<file path="src/rtl/sbs_pkg.sv">
package sbs_pkg;
    localparam int WORD_W = 16;
    localparam int BYTE_W = 8;

    typedef enum logic [3:0] {
        OP_JP     = 4'd0,
        OP_JR     = 4'd1,
        OP_CALL   = 4'd2,
        OP_RST    = 4'd3,
        OP_RET    = 4'd4,
        OP_RETI   = 4'd5,
        OP_PUSH   = 4'd6,
        OP_POP    = 4'd7,
        OP_HSTORE = 4'd8
    } op_e;

    typedef enum logic [1:0] {
        ST_IDLE = 2'd0,
        ST_ACC1 = 2'd1,
        ST_ACC2 = 2'd2
    } st_e;

    typedef struct packed {
        st_e                st;
        op_e                op;
        logic [WORD_W-1:0]  pc;
        logic [WORD_W-1:0]  sp;
        logic [WORD_W-1:0]  word;
        logic [WORD_W-1:0]  aux;
        logic [WORD_W-1:0]  pop;
        logic [BYTE_W-1:0]  lo;
        logic               done;
        logic               ime;
    } regs_t;

    function automatic logic op_reads(op_e op);
        return (op == OP_RET) || (op == OP_RETI) || (op == OP_POP);
    endfunction
endpackage

</file>
<file path="src/rtl/sbs_cond.sv">
module sbs_cond (
    input  logic       en,
    input  logic [1:0] sel,
    input  logic       flag_z,
    input  logic       flag_c,
    output logic       pass
);
    logic flag;
    always_comb begin
        flag = sel[1] ? flag_c : flag_z;
        pass = !en || (flag == sel[0]);
    end
endmodule

</file>
<file path="src/rtl/sbs_port.sv">
module sbs_port
    import sbs_pkg::*;
(
    input  st_e               st,
    input  op_e               op,
    input  logic [WORD_W-1:0] sp,
    input  logic [WORD_W-1:0] aux,
    input  logic [WORD_W-1:0] word,
    output logic [WORD_W-1:0] addr,
    output logic              we,
    output logic              re,
    output logic [BYTE_W-1:0] wdata
);
    always_comb begin
        addr  = '0;
        we    = 1'b0;
        re    = 1'b0;
        wdata = '0;
        if (st != ST_IDLE) begin
            if (op == OP_HSTORE) begin
                addr  = aux;
                we    = 1'b1;
                wdata = word[BYTE_W-1:0];
            end else if (op_reads(op)) begin
                re   = 1'b1;
                addr = (st == ST_ACC1) ? sp : sp + WORD_W'(1);
            end else begin
                we = 1'b1;
                if (st == ST_ACC1) begin
                    addr  = sp - WORD_W'(1);
                    wdata = word[WORD_W-1:BYTE_W];
                end else begin
                    addr  = sp - WORD_W'(2);
                    wdata = word[BYTE_W-1:0];
                end
            end
        end
    end
endmodule

</file>
<file path="src/rtl/stack_branch_seq.sv">
module stack_branch_seq
    import sbs_pkg::*;
#(
    parameter logic [15:0] PC_RESET   = 16'h0000,
    parameter logic [15:0] SP_RESET   = 16'hFFFE,
    parameter logic [15:0] HIGH_PAGE  = 16'hFF00,
    parameter int          VEC_SHIFT  = 3,
    parameter int          VEC_BITS   = 3
) (
    input  logic        clk,
    input  logic        rst_n,
    input  logic        start,
    input  logic [3:0]  cmd,
    input  logic        cond_en,
    input  logic [1:0]  cond_sel,
    input  logic        flag_z,
    input  logic        flag_c,
    input  logic [15:0] target,
    input  logic [15:0] wdata,
    input  logic [7:0]  mem_rdata,
    output logic [15:0] mem_addr,
    output logic        mem_we,
    output logic        mem_re,
    output logic [7:0]  mem_wdata,
    output logic [15:0] pc_o,
    output logic [15:0] sp_o,
    output logic [15:0] pop_data,
    output logic        ime_set,
    output logic        busy,
    output logic        done
);
    localparam int CALL_LEN = 3;
    localparam int RST_LEN  = 1;

    regs_t q, d;
    logic  pass;
    op_e   op_in;

    assign op_in = op_e'(cmd);

    sbs_cond u_cond (
        .en     (cond_en),
        .sel    (cond_sel),
        .flag_z (flag_z),
        .flag_c (flag_c),
        .pass   (pass)
    );

    sbs_port u_port (
        .st    (q.st),
        .op    (q.op),
        .sp    (q.sp),
        .aux   (q.aux),
        .word  (q.word),
        .addr  (mem_addr),
        .we    (mem_we),
        .re    (mem_re),
        .wdata (mem_wdata)
    );

    always_comb begin
        d      = q;
        d.done = 1'b0;
        d.ime  = 1'b0;
        unique case (q.st)
            ST_IDLE: begin
                if (start) begin
                    d.op = op_in;
                    if (!pass) begin
                        d.done = 1'b1;
                    end else begin
                        case (op_in)
                            OP_JP: begin
                                d.pc   = target;
                                d.done = 1'b1;
                            end
                            OP_JR: begin
                                d.pc   = q.pc + {{(WORD_W-BYTE_W){target[BYTE_W-1]}},
                                                 target[BYTE_W-1:0]};
                                d.done = 1'b1;
                            end
                            OP_CALL: begin
                                d.word = q.pc + WORD_W'(CALL_LEN);
                                d.aux  = target;
                                d.st   = ST_ACC1;
                            end
                            OP_RST: begin
                                d.word = q.pc + WORD_W'(RST_LEN);
                                d.aux  = WORD_W'({target[VEC_BITS-1:0], {VEC_SHIFT{1'b0}}});
                                d.st   = ST_ACC1;
                            end
                            OP_PUSH: begin
                                d.word = wdata;
                                d.st   = ST_ACC1;
                            end
                            OP_RET, OP_RETI, OP_POP: begin
                                d.st = ST_ACC1;
                            end
                            OP_HSTORE: begin
                                d.aux  = HIGH_PAGE | {{(WORD_W-BYTE_W){1'b0}}, target[BYTE_W-1:0]};
                                d.word = wdata;
                                d.st   = ST_ACC2;
                            end
                            default: d.done = 1'b1;
                        endcase
                    end
                end
            end
            ST_ACC1: begin
                if (op_reads(q.op)) d.lo = mem_rdata;
                d.st = ST_ACC2;
            end
            ST_ACC2: begin
                d.st   = ST_IDLE;
                d.done = 1'b1;
                case (q.op)
                    OP_CALL, OP_RST: begin
                        d.sp = q.sp - WORD_W'(2);
                        d.pc = q.aux;
                    end
                    OP_PUSH: d.sp = q.sp - WORD_W'(2);
                    OP_RET, OP_RETI: begin
                        d.pc  = {mem_rdata, q.lo};
                        d.sp  = q.sp + WORD_W'(2);
                        d.ime = (q.op == OP_RETI);
                    end
                    OP_POP: begin
                        d.pop = {mem_rdata, q.lo};
                        d.sp  = q.sp + WORD_W'(2);
                    end
                    default: ;
                endcase
            end
            default: d.st = ST_IDLE;
        endcase
    end

    always_ff @(posedge clk) begin
        if (!rst_n) begin
            q      <= '0;
            q.st   <= ST_IDLE;
            q.op   <= OP_JP;
            q.pc   <= PC_RESET;
            q.sp   <= SP_RESET;
        end else begin
            q <= d;
        end
    end

    assign pc_o     = q.pc;
    assign sp_o     = q.sp;
    assign pop_data = q.pop;
    assign ime_set  = q.ime;
    assign done     = q.done;
    assign busy     = (q.st != ST_IDLE);
endmodule

</file>
<file path="config.mk">
export PLATFORM = sky130hd
export DESIGN_NAME = stack_branch_seq
export DESIGN_NICKNAME = d
export VERILOG_FILES = /design/src/rtl/sbs_pkg.sv /design/src/rtl/sbs_cond.sv /design/src/rtl/sbs_port.sv /design/src/rtl/stack_branch_seq.sv
export SDC_FILE = /design/constraint.sdc
export NUM_CORES = 1
export LEC_CHECK = 0
export ABC_AREA = 0
export BUFFER_PORTS_ARGS = -buffer_cell sky130_fd_sc_hd__buf_2
export CAP_MARGIN = 40
export CORE_ASPECT_RATIO = 0.75
export CORE_UTILIZATION = 35
export CTS_CLUSTER_DIAMETER = 60
export DETAILED_ROUTE_END_ITERATION = 10
export PLACE_DENSITY_LB_ADDON = 0.2
export SETUP_SLACK_MARGIN = 0.5
export SLEW_MARGIN = 15
export SYNTH_ARGS = -nofsm -noshare
export SYNTH_HDL_FRONTEND = slang
export SYNTH_SLANG_ARGS = --single-unit
</file>
<file path="constraint.sdc">
create_clock -name clk -period 3.8 [get_ports clk]
set_input_delay 0.57 -clock clk [delete_from_list [all_inputs] [get_ports clk]]
set_output_delay 0.57 -clock clk [all_outputs]
set_load 0.05 [all_outputs]
</file>
==> run metrics <==
f_max=about 310 MHz; Worst Path Buf+Inv=1; critical path endpoint=mem_addr[12]; CP startpoint kind=flop; Antenna diodes=0; Levels on crit path=7; Slew Limit Fails=0; first-pass GRT wire length=around 33,000 um; slew of the pin with the lowest slew margin=slightly above 0.7 ns; Cell Pwr Density=317.7 nW/um^2; Worst Path Required=3.23 ns; wire length per cell=18.50 um; die width=approximately 160 um; CP max stage cell=or4_4; post-route ant nets=0; CP Cell Sequence=or4_4, nor4_4, nor2b_1, o21ai_1, a221oi_1, nor2_1, clkbuf_4; TritonRoute pass-1 iters=7; Vias/cell=5.508; total number of vias=~6,500; Synth Area in Adders=between 4 and 5%; Post-Synthesis Net Count=951; DRC=0; R2R Setup Slk=1.05 ns; worst r2r path cells=9; Crit Path Class=reg2out; Final setup viols=0; vias in the first global route=5,745; headroom to the max-slew limit=between 50% and 60%; Final Non-Filler Cells=around 1,200; # rows=between 40 and 50; share of layout cells above drive strength 1=a little under a fifth; number of synthesized flops with an enable pin=0; worst vdd ir=between 0.0002 and 0.00025 V; Yosys top cell area share=28.02%; Clock Latency Late Sink=0.36 ns; Setup crit end kind=primary output; CP max FO=14; Async SR Flop Fraction=0%; top-count cell post-synth=nand2_1; internal cell power=1.676 mW; sequential-to-total area share from yosys stat=28.02%; Total Power=2.417 mW; Crit Reg-Reg Endpoint=pc_o[12]; fillers=~2,000; min cycle time layout=about 3.2 ns; Hold Path Class=reg2reg; Post-Synth XOR/XNOR Area=~4.5%; Num CTS Buffers=9; Worst Skew=a little under 0.01 ns; mux contribution to synthesized area=under 10%; CTS Root Cell=clkbuf_16; sw frac=30.67%; Yosys reg bits=95; P_leak=3.072 nW; complex-gate fraction of the synthesized area=between 20% and 30%; hpwl dp=between 15,000 and 20,000 um; Top delay family on crit path=simple AND/OR/NAND/NOR gates; commonest cells in the netlist=nand2_1 (131), dfxtp_1 (95), nor2_1 (63); drt first-iter violations=609; Worst Setup SP=sp_o[6]; largest net degree at the start of global routing=just over 40; CTS tree=yes; sequential share of power=a little over two fifths; Port Buf Inserts=between 100 and 150; Post-Syn Instances=a little under 900; Cells after DPL=1,160; Simple-Gate Fraction of Synth Area=between 20 and 25%; total track usage=21.86%; clock tree buffer depth=2; Post-Route WL=21,790 um; Worst R2R Start=pc_o[0]; Synth cell types=71; final instance area=7607 um^2; CTS sink cnt=95; global-route congestion overflow total=0; outcome=finished, final reports clean; antenna violations before repair=0; Synth area leader=dfxtp_1; Placer Congestion=approximately 0.86; YS warnings=0; Clock power frac=39.6%; Max stage delay on crit path=roughly 0.62 ns; I/O pin total=129; placed cell area=~7300 um^2; combinational share of power=between 10% and 20%; Nets=about 1,000; Clock transition at path regs=0.07 ns; period utilisation layout=84.40%; max-cap violations=0; Sw Pwr=about 0.74 mW; largest family of logic cells by synthesized area=simple AND/OR/NAND/NOR gates; chip height=between 100 and 150 um; setup TNS=0 ns; Post-Syn Area=6787 um^2; Synth Flop Type=dfxtp_1; Die Area=around 20,000 um^2; CTS hold repair buffers=0; RSZ-0062 raised after global routing=true; synth top area cells=dfxtp_1 (28%), nand2_1 (7.2%), mux2i_1 (5.9%); Post-Syn Area per Cell=~7.7 um^2; CORE AREA=between 15,000 and 20,000 um^2; Worst Path Arrival=2.64 ns; starting density of the core=between 30% and 40%; Final Hold Violating Endpoints=0; H-tree level count=3; Syn-to-layout area delta=12.09%
==> logic make-up after synthesis <==
group	Yosys count
AO/OA/AOI/OAI	233
XOR/XNOR	35
adder cells (fa/ha/maj)	21
buffers and inverters	121
flip-flops	95
multiplexers	40
other	1
AND/OR/NAND/NOR	332
==> registers in the layout (all words and copies together) (netlist names) <==
name      count
ime_set       1
pop_data     16
done          1
pc_o         16
q            46
sp_o         15
==> worst register-to-register path, delay by kind of cell (launching register included) <==
kind | cells | cell delay (ns)
flip-flops | 1 | 0.56
adder cells (fa/ha/maj) | 2 | 0.63
AO/OA/AOI/OAI | 4 | 1.09
buffers and inverters | 1 | 0.06
AND/OR/NAND/NOR | 2 | 0.31
==> power groups by stage <==
| stage | clock (mW) | combinational, mW | sequential [mW] |
|---|---|---|---|
| global placement | 0 | 0.407 | 1.07 |
| finish | 0.957 | 0.414 | 1.05 |
| CTS | 0.977 | 0.409 | 1.04 |
| floorplan | 0 | 0.292 | 1.06 |
| detailed placement | 0 | 0.408 | 1.07 |
| global route | 1.02 | 0.450 | 1.05 |
==> layout by cell type (no fill, tap or decap), types with 6 or more instances in the layout <==
master     synthesis  layout
dfxtp_1           95      95
nor2_1            63      63
o211a_1           11      11
a21boi_0          24      24
o21ai_0           30      30
nor2b_1           17      17
buf_2             10     126
nand2_1          131     131
a21o_1             6       6
a21oi_1           51      51
xor2_1            10      10
nor4_1             6       6
xnor2_1           25      25
o211ai_1          22      22
nor3_1            15      15
nand4_1           14      14
inv_1             11      11
and3_1            10      10
o21ai_1           14      13
a221oi_1           7       7
mux2i_1           40      40
nand3_1           34      34
a21boi_1          16      16
ha_1              19      19
a31oi_1           10      10
or3_1              8       8
buf_4             49      17
clkbuf_16          0       9
==> metal layers <==
metal	track usage, %	part of all wire [%]	routed length [um]
met1	34.67	53	11540
met2	29.76	40	8747
met3	4.123	5.9	1287
met4	4.089	0.99	216
met5	0	0	0
==> per-stage QoR <==
stage	utilization, %	hold WS, ns	setup slack, ns
floorplan	-	0.4344	0.8285
global placement	38.61	0.4402	0.7504
detailed placement	38.75	0.4439	0.7573
CTS	40.39	0.4540	0.5047
global route	40.63	0.4721	0.4306
finish	40.63	0.4538	0.5928
==> worst min-delay path by stage <==
stage                       from           end  cells past startpoint
finish              pop_data[10]  pop_data[10]                      2
global route               q[45]         q[45]                      2
CTS                 pop_data[10]  pop_data[10]                      2
detailed placement  pop_data[10]  pop_data[10]                      2
global placement    pop_data[10]  pop_data[10]                      2
floorplan                  q[45]         q[45]                      2
==> final cells by class <==
cell class	count	area (um^2)	area share, %
well taps	247	309.0	4.062
clock buffers	10	229.0	3.010
flip-flops and latches	95	1902	25.00
inverters	12	47.55	0.6250
repair buffers	146	788.3	10.36
multi-input cells	662	4254	55.92
clock inverters	6	77.57	1.020
==> repair_timing <==
| action | in CTS | in global routing |
|---|---|---|
| setup buffers | 0 | 2 |
| endpoints found under the setup margin | 0 | 4 |
| resized for setup | 0 | 8 |
Note: power is estimated with default switching activity, not from simulation.
